===== config.mk =====
export PLATFORM = sky130hd
export DESIGN_NAME = kbd_legacy_trap
export DESIGN_NICKNAME = d
export VERILOG_FILES = /design/src/rtl/kbd_trap_pkg.sv /design/src/rtl/kbd_trap_rst.sv /design/src/rtl/kbd_trap_edge.sv /design/src/rtl/kbd_trap_port.sv /design/src/rtl/kbd_trap_regs.sv /design/src/rtl/kbd_legacy_trap.sv
export SDC_FILE = /design/constraint.sdc
export NUM_CORES = 1
export LEC_CHECK = 0
export BUFFER_PORTS_ARGS = -buffer_cell sky130_fd_sc_hd__buf_2
export CORE_ASPECT_RATIO = 1.75
export CORE_UTILIZATION = 30
export DETAILED_ROUTE_END_ITERATION = 16
export GPL_TIMING_DRIVEN = 0
export PLACE_DENSITY = 0.82
export SYNTH_ARGS = -nofsm -noshare
export SYNTH_HDL_FRONTEND = slang
export SYNTH_SLANG_ARGS = --single-unit

===== constraint.sdc =====
create_clock -name clk -period 1.35 [get_ports clk]
set_clock_uncertainty 0.05 [all_clocks]
set_input_delay 0.27 -clock clk [delete_from_list [all_inputs] [get_ports clk]]
set_output_delay 0.27 -clock clk [all_outputs]
set_load 0.05 [all_outputs]

===== src/rtl/kbd_trap_pkg.sv =====
package kbd_trap_pkg;
  localparam int REG_W     = 32;
  localparam int CTRL_BITS = 9;

  // bit positions of the control word, decoded by software
  localparam int B_EMU_EN   = 0;
  localparam int B_EMU_INT  = 1;
  localparam int B_CHR_PEND = 2;
  localparam int B_IRQ_EN   = 3;
  localparam int B_EXT_EN   = 4;
  localparam int B_A20_ARM  = 5;
  localparam int B_KB_HIT   = 6;
  localparam int B_AUX_HIT  = 7;
  localparam int B_A20_VAL  = 8;

  typedef struct packed {
    logic a20_val;
    logic aux_hit;
    logic kb_hit;
    logic a20_arm;
    logic ext_en;
    logic irq_en;
    logic chr_pend;
    logic emu_int;
    logic emu_en;
  } ctrl_t;
endpackage


===== src/rtl/kbd_trap_rst.sv =====
module kbd_trap_rst #(
  parameter int STAGES = 2
) (
  input  logic clk,
  input  logic rst_n,
  output logic rst_sync_n
);
  logic [STAGES-1:0] sync_q;

  always_ff @(posedge clk or negedge rst_n) begin
    if (!rst_n) begin
      sync_q <= '0;
    end else begin
      sync_q <= {sync_q[STAGES-2:0], 1'b1};
    end
  end

  assign rst_sync_n = sync_q[STAGES-1];
endmodule


===== src/rtl/kbd_trap_edge.sv =====
module kbd_trap_edge #(
  parameter int LINES  = 2,
  parameter int STAGES = 2
) (
  input  logic             clk,
  input  logic             rst_n,
  input  logic [LINES-1:0] lines_i,
  output logic [LINES-1:0] rise_o
);
  for (genvar i = 0; i < LINES; i++) begin : g_line
    logic [STAGES-1:0] sync_q;
    logic [STAGES-1:0] sync_d;
    logic              prev_q;

    always_comb begin
      sync_d = {sync_q[STAGES-2:0], lines_i[i]};
    end

    always_ff @(posedge clk or negedge rst_n) begin
      if (!rst_n) begin
        sync_q <= '0;
        prev_q <= 1'b0;
      end else begin
        sync_q <= sync_d;
        prev_q <= sync_q[STAGES-1];
      end
    end

    assign rise_o[i] = sync_q[STAGES-1] & ~prev_q;
  end
endmodule


===== src/rtl/kbd_trap_port.sv =====
module kbd_trap_port #(
  parameter int          PORT_W    = 16,
  parameter int          BYTE_W    = 8,
  parameter logic [15:0] DATA_PORT = 16'h0060,
  parameter logic [15:0] CMD_PORT  = 16'h0064,
  parameter logic [7:0]  A20_CMD   = 8'hD1,
  parameter int          A20_BIT   = 1
) (
  input  logic              emu_en,
  input  logic              a20_arm,
  input  logic              a20_val,
  input  logic              io_wr,
  input  logic [PORT_W-1:0] io_port,
  input  logic [BYTE_W-1:0] io_data,
  output logic              arm_set,
  output logic              arm_clr,
  output logic              io_trap
);
  logic hit_cmd;
  logic hit_dat;
  logic is_a20_cmd;
  logic a20_differs;

  always_comb begin
    hit_cmd     = io_wr & emu_en & (io_port == PORT_W'(CMD_PORT));
    hit_dat     = io_wr & emu_en & (io_port == PORT_W'(DATA_PORT));
    is_a20_cmd  = (io_data == BYTE_W'(A20_CMD));
    a20_differs = (io_data[A20_BIT] != a20_val);

    arm_set = hit_cmd & is_a20_cmd;
    arm_clr = (hit_cmd & ~is_a20_cmd) | (hit_dat & a20_arm);
    io_trap = (hit_cmd & ~is_a20_cmd)
            | (hit_dat & (~a20_arm | a20_differs));
  end
endmodule


===== src/rtl/kbd_trap_regs.sv =====
module kbd_trap_regs
  import kbd_trap_pkg::*;
(
  input  logic                 clk,
  input  logic                 rst_n,
  input  logic                 sw_we,
  input  logic [CTRL_BITS-1:0] sw_wdata,
  input  logic                 kb_rise,
  input  logic                 aux_rise,
  input  logic                 arm_set,
  input  logic                 arm_clr,
  input  logic                 in_full,
  output ctrl_t                ctrl_o
);
  ctrl_t ctrl_q;
  ctrl_t ctrl_d;
  logic  unused_ro_bits;

  assign unused_ro_bits = sw_wdata[B_A20_ARM] ^ sw_wdata[B_EMU_INT];

  always_comb begin
    ctrl_d = ctrl_q;
    if (sw_we) begin
      ctrl_d.a20_val  = sw_wdata[B_A20_VAL];
      ctrl_d.ext_en   = sw_wdata[B_EXT_EN];
      ctrl_d.irq_en   = sw_wdata[B_IRQ_EN];
      ctrl_d.chr_pend = sw_wdata[B_CHR_PEND];
      ctrl_d.emu_en   = sw_wdata[B_EMU_EN];
      if (sw_wdata[B_KB_HIT]) begin
        ctrl_d.kb_hit = 1'b0;
      end
      if (sw_wdata[B_AUX_HIT]) begin
        ctrl_d.aux_hit = 1'b0;
      end
    end
    // hardware set wins over a same-cycle software clear
    if (kb_rise) begin
      ctrl_d.kb_hit = 1'b1;
    end
    if (aux_rise) begin
      ctrl_d.aux_hit = 1'b1;
    end
    if (arm_set) begin
      ctrl_d.a20_arm = 1'b1;
    end else if (arm_clr) begin
      ctrl_d.a20_arm = 1'b0;
    end
    ctrl_d.emu_int = 1'b0;
  end

  always_ff @(posedge clk or negedge rst_n) begin
    if (!rst_n) begin
      ctrl_q <= '0;
    end else begin
      ctrl_q <= ctrl_d;
    end
  end

  always_comb begin
    ctrl_o         = ctrl_q;
    ctrl_o.emu_int = ctrl_q.chr_pend | in_full
                   | (ctrl_q.ext_en & (ctrl_q.kb_hit | ctrl_q.aux_hit));
  end
endmodule


===== src/rtl/kbd_legacy_trap.sv =====
module kbd_legacy_trap
  import kbd_trap_pkg::*;
#(
  parameter int          ADDR_W      = 12,
  parameter logic [11:0] CTRL_OFS    = 12'h100,
  parameter int          PORT_W      = 16,
  parameter int          BYTE_W      = 8,
  parameter logic [15:0] DATA_PORT   = 16'h0060,
  parameter logic [15:0] CMD_PORT    = 16'h0064,
  parameter logic [7:0]  A20_CMD     = 8'hD1,
  parameter int          A20_BIT     = 1,
  parameter int          SYNC_STAGES = 2
) (
  input  logic              clk,
  input  logic              rst_n,
  input  logic [ADDR_W-1:0] reg_addr,
  input  logic              reg_wr,
  input  logic [REG_W-1:0]  reg_wdata,
  output logic [REG_W-1:0]  reg_rdata,
  input  logic              io_wr,
  input  logic [PORT_W-1:0] io_port,
  input  logic [BYTE_W-1:0] io_data,
  input  logic              ext_irq_kb,
  input  logic              ext_irq_aux,
  input  logic              st_out_full,
  input  logic              st_aux_full,
  input  logic              st_in_full,
  output logic              irq1,
  output logic              irq12,
  output logic              smi_evt
);
  localparam int EXT_LINES = 2;

  logic                 rst_sync_n;
  logic                 sel_ctrl;
  logic                 sw_we;
  logic [EXT_LINES-1:0] ext_rise;
  logic                 kb_rise;
  logic                 aux_rise;
  logic                 arm_set;
  logic                 arm_clr;
  logic                 io_trap;
  ctrl_t                ctrl;
  logic                 of_q;
  logic                 of_fall;
  logic                 evt_d;
  logic                 evt_q;
  logic                 irq1_d;
  logic                 irq1_q;
  logic                 irq12_d;
  logic                 irq12_q;
  logic                 unused_wdata_hi;

  kbd_trap_rst #(.STAGES(SYNC_STAGES)) u_rst (
    .clk        (clk),
    .rst_n      (rst_n),
    .rst_sync_n (rst_sync_n)
  );

  kbd_trap_edge #(.LINES(EXT_LINES), .STAGES(SYNC_STAGES)) u_edge (
    .clk     (clk),
    .rst_n   (rst_sync_n),
    .lines_i ({ext_irq_aux, ext_irq_kb}),
    .rise_o  (ext_rise)
  );

  assign kb_rise  = ext_rise[0];
  assign aux_rise = ext_rise[1];

  kbd_trap_port #(
    .PORT_W    (PORT_W),
    .BYTE_W    (BYTE_W),
    .DATA_PORT (DATA_PORT),
    .CMD_PORT  (CMD_PORT),
    .A20_CMD   (A20_CMD),
    .A20_BIT   (A20_BIT)
  ) u_port (
    .emu_en  (ctrl.emu_en),
    .a20_arm (ctrl.a20_arm),
    .a20_val (ctrl.a20_val),
    .io_wr   (io_wr),
    .io_port (io_port),
    .io_data (io_data),
    .arm_set (arm_set),
    .arm_clr (arm_clr),
    .io_trap (io_trap)
  );

  assign sel_ctrl        = (reg_addr == ADDR_W'(CTRL_OFS));
  assign sw_we           = reg_wr & sel_ctrl;
  assign unused_wdata_hi = ^reg_wdata[REG_W-1:CTRL_BITS];

  kbd_trap_regs u_regs (
    .clk      (clk),
    .rst_n    (rst_sync_n),
    .sw_we    (sw_we),
    .sw_wdata (reg_wdata[CTRL_BITS-1:0]),
    .kb_rise  (kb_rise),
    .aux_rise (aux_rise),
    .arm_set  (arm_set),
    .arm_clr  (arm_clr),
    .in_full  (st_in_full),
    .ctrl_o   (ctrl)
  );

  assign reg_rdata = sel_ctrl ? REG_W'(ctrl) : '0;

  // event and interrupt next state
  always_comb begin
    of_fall = of_q & ~st_out_full;
    evt_d   = (ctrl.ext_en & (kb_rise | aux_rise))
            | (ctrl.emu_en & ctrl.chr_pend & of_fall)
            | io_trap;
    irq1_d  = ctrl.irq_en & st_out_full & ~st_aux_full;
    irq12_d = ctrl.irq_en & st_out_full & st_aux_full;
  end

  always_ff @(posedge clk or negedge rst_sync_n) begin
    if (!rst_sync_n) begin
      of_q    <= 1'b0;
      evt_q   <= 1'b0;
      irq1_q  <= 1'b0;
      irq12_q <= 1'b0;
    end else begin
      of_q    <= st_out_full;
      evt_q   <= evt_d;
      irq1_q  <= irq1_d;
      irq12_q <= irq12_d;
    end
  end

  assign smi_evt = evt_q;
  assign irq1    = irq1_q;
  assign irq12   = irq12_q;
endmodule


==> out/metrics.yaml <==
grt_max_degree: 19
die_y_um: 80.9
cp.required_ns: 1.03
rsz0062_at_grt: "true"
initial_utilization: 0.314
synth_area_um2: 1070
grt_antenna_before_repair: 0
drv_slew: 0
grt_pass1_vias: 883
ir_drop_v: 0.000756
synth.distinct_cells: 27
power_density_nw_per_um2: 791
drtIter0Drc: 8
root_buffer: "clkbuf_8"
overflow: 0
via_per_inst: 3.97
netlist_instances: 94
max-slew-margin-rel: 0.537
cellLeakagePower_uw: 0.000956
io_pins: 112
drv_cap: 0
clock_latency_ns: 0.25
yosysSeqAreaShare: 0.469
cpMaxStageDelayCell: "nor4b_4"
fill_cells: 332
clk_path_buf_depth: 2
grt_use_total: 0.130
drc: 0
hold_path_class: "in -> reg"
ant_nets: 0
port_buffers: 63
fp.dieW_um: 47.1
period_share: 1.20
grt_pass1_wl_um: 3540
yosys_warnings: 0
layout_commonest_cell: "buf_2"
pre_cts_ws_ns: -0.429
cp.arrival_ns: 1.30
failed_checks: "negative setup slack"
outcome: "finished, violations left"
area_growth_pct: 64.2
dp_hpwl_um: 1810
cts_tree: "built"
fin_crit_ns: 1.62
cts_num_sinks: 20
gp_congestion: 0.706
path_class: "in -> out"
fmax_mhz: 616
path_cells: "buf_2, nor4b_4, and3_4, buf_6, a21boi_4, buf_6"
numCtsBuffers: 3
firstDrtPassIters: 2
diodes: 0
syn_area_per_cell_um2: 11.3
setup_viol: 9
clkTransAtPathRegs_ns: 0.07
setup_slack_ns: -0.272
finalHoldViolCount: 0
routedWlPerCell_um: 10.1
fp-row-count: 28
cp-start-kind: "input port"
layout_common_cells: "49 x buf_2, 25 x buf_4, 24 x conb_1"
crit_top_cell: "buf_6"
worst_slew_pin_slew_ns: 0.695
drive_gt1_frac: 0.608
fp.dieArea_um2: 3810
nets: 264
end_kind: "output port"
core_area_um2: 3400
htree_num_levels: 1
vias: 918
drt-total-wl_um: 2340
ys_ff_latch: 20
critPathMaxStageDelay_ns: 0.24
final_util: 0.515
path_max_fanout: 5
-- worst paths after layout --
check	startpoint	end	slack [ns]	cells past startpoint
worst max-delay path	reg_addr[11]	reg_rdata[1]	-0.27	6
worst min-delay path	ext_irq_kb	u_edge.g_line[0].sync_q[0]	0.07	1
worst max register to register	u_regs.ctrl_o[0]	u_regs.ctrl_o[5]	0.17	3
worst min register to register	u_rst.sync_q[1]	irq1	0.24	0
max in group asynchronous	u_rst.sync_q[1]	u_regs.ctrl_o[5]	0.57	0
min in group asynchronous	u_rst.sync_q[1]	irq1	0.24	0
-- logic make-up after synthesis --
logic type      count (synthesis)  synth area share
simple gates                   33             0.215
buf+inv                        25             0.176
flops                          20             0.469
compound gates                  7            0.0434
mux                             6            0.0810
other cells                     2           0.00704
xor+xnor                        1           0.00822
-- registers in the layout, summed over array words and instances, names as in the netlist --
name and count:
u_regs.ctrl_o 8, u_edge.g_line.prev_q 2, of_q 1, u_rst.sync_q 2, u_edge.g_line.sync_q 4, irq12 1, irq1 1, smi_evt 1
-- synth_stat cells --
master	count	area, um2
buf_4	23	173
dfrtp_1	20	500
and2_1	8	50.1
mux2_4	5	75.1
nand3_1	4	20.0
a21o_1	3	22.5
nor2_1	3	11.3
nor4_1	3	18.8
conb_1	2	7.51
nand2_1	2	7.51
nand4b_1	2	17.5
nor2b_1	2	12.5
nor4_2	2	25.0
o21ai_0	2	10.0
a21boi_1	1	7.51
a31oi_1	1	6.26
and3_1	1	6.26
and3_4	1	11.3
buf_6	1	11.3
inv_1	1	3.75
mux2_2	1	11.3
nand2_4	1	11.3
nand3b_1	1	7.51
nor3_1	1	5.00
nor4b_2	1	15.0
nor4bb_1	1	10.0
xnor2_1	1	8.76
-- per-layer routing --
metal,vias up,part of all wire,GRT usage
met2,50,0.56,0.243
li1,456,-,-
met3,4,0.081,0.0222
met5,-,0,0
met1,408,0.35,0.133
met4,0,0.012,0.0514
-- critical path, delay by kind of cell --
family | cells | cell delay [ns]
buf+inv | 3 | 0.39
simple gates | 2 | 0.48
compound gates | 1 | 0.16
-- stage by stage --
stage                     cells  hold slack (ns)  power, uW  instance area, um2  TNS [ns]
after floorplan             116          -0.0756        847                1200     -1.18
after global placement      224          0.00618        932                1570     -4.10
after detailed placement    224          0.00730        937                1570     -4.35
after CTS                   231           0.0619       1390                1730     -2.30
after global routing        231           0.0603       1440                1750     -2.92
final                       231           0.0665       1380                1750     -2.27
-- timing repair --
action | in CTS | in global routing
gates resized for setup | 23 | 5
endpoints found under the hold margin | 2 | 0
pin swaps | 4 | 2
hold buffers | 1 | 0
endpoints found under the setup margin | 9 | 13
setup buffers | 1 | 0
gates cloned | 1 | 0
-- where the power goes --
part           total, uW  switching, uW  internal (uW)
Sequential           627           13.7            613
Combinational        312            189            123
Clock                445            186            259
Total               1380            389            995
-- area by class of cell --
class,instances,area [um2],area share
multi-input cells,71,508,0.290
flip-flops and latches,20,500,0.286
repair buffers,66,443,0.253
plain buffers,24,184,0.105
well taps,45,56.3,0.0322
clock buffers,4,55.1,0.0315
inverters,1,3.75,0.00214
(Power assumes the default switching activity.)
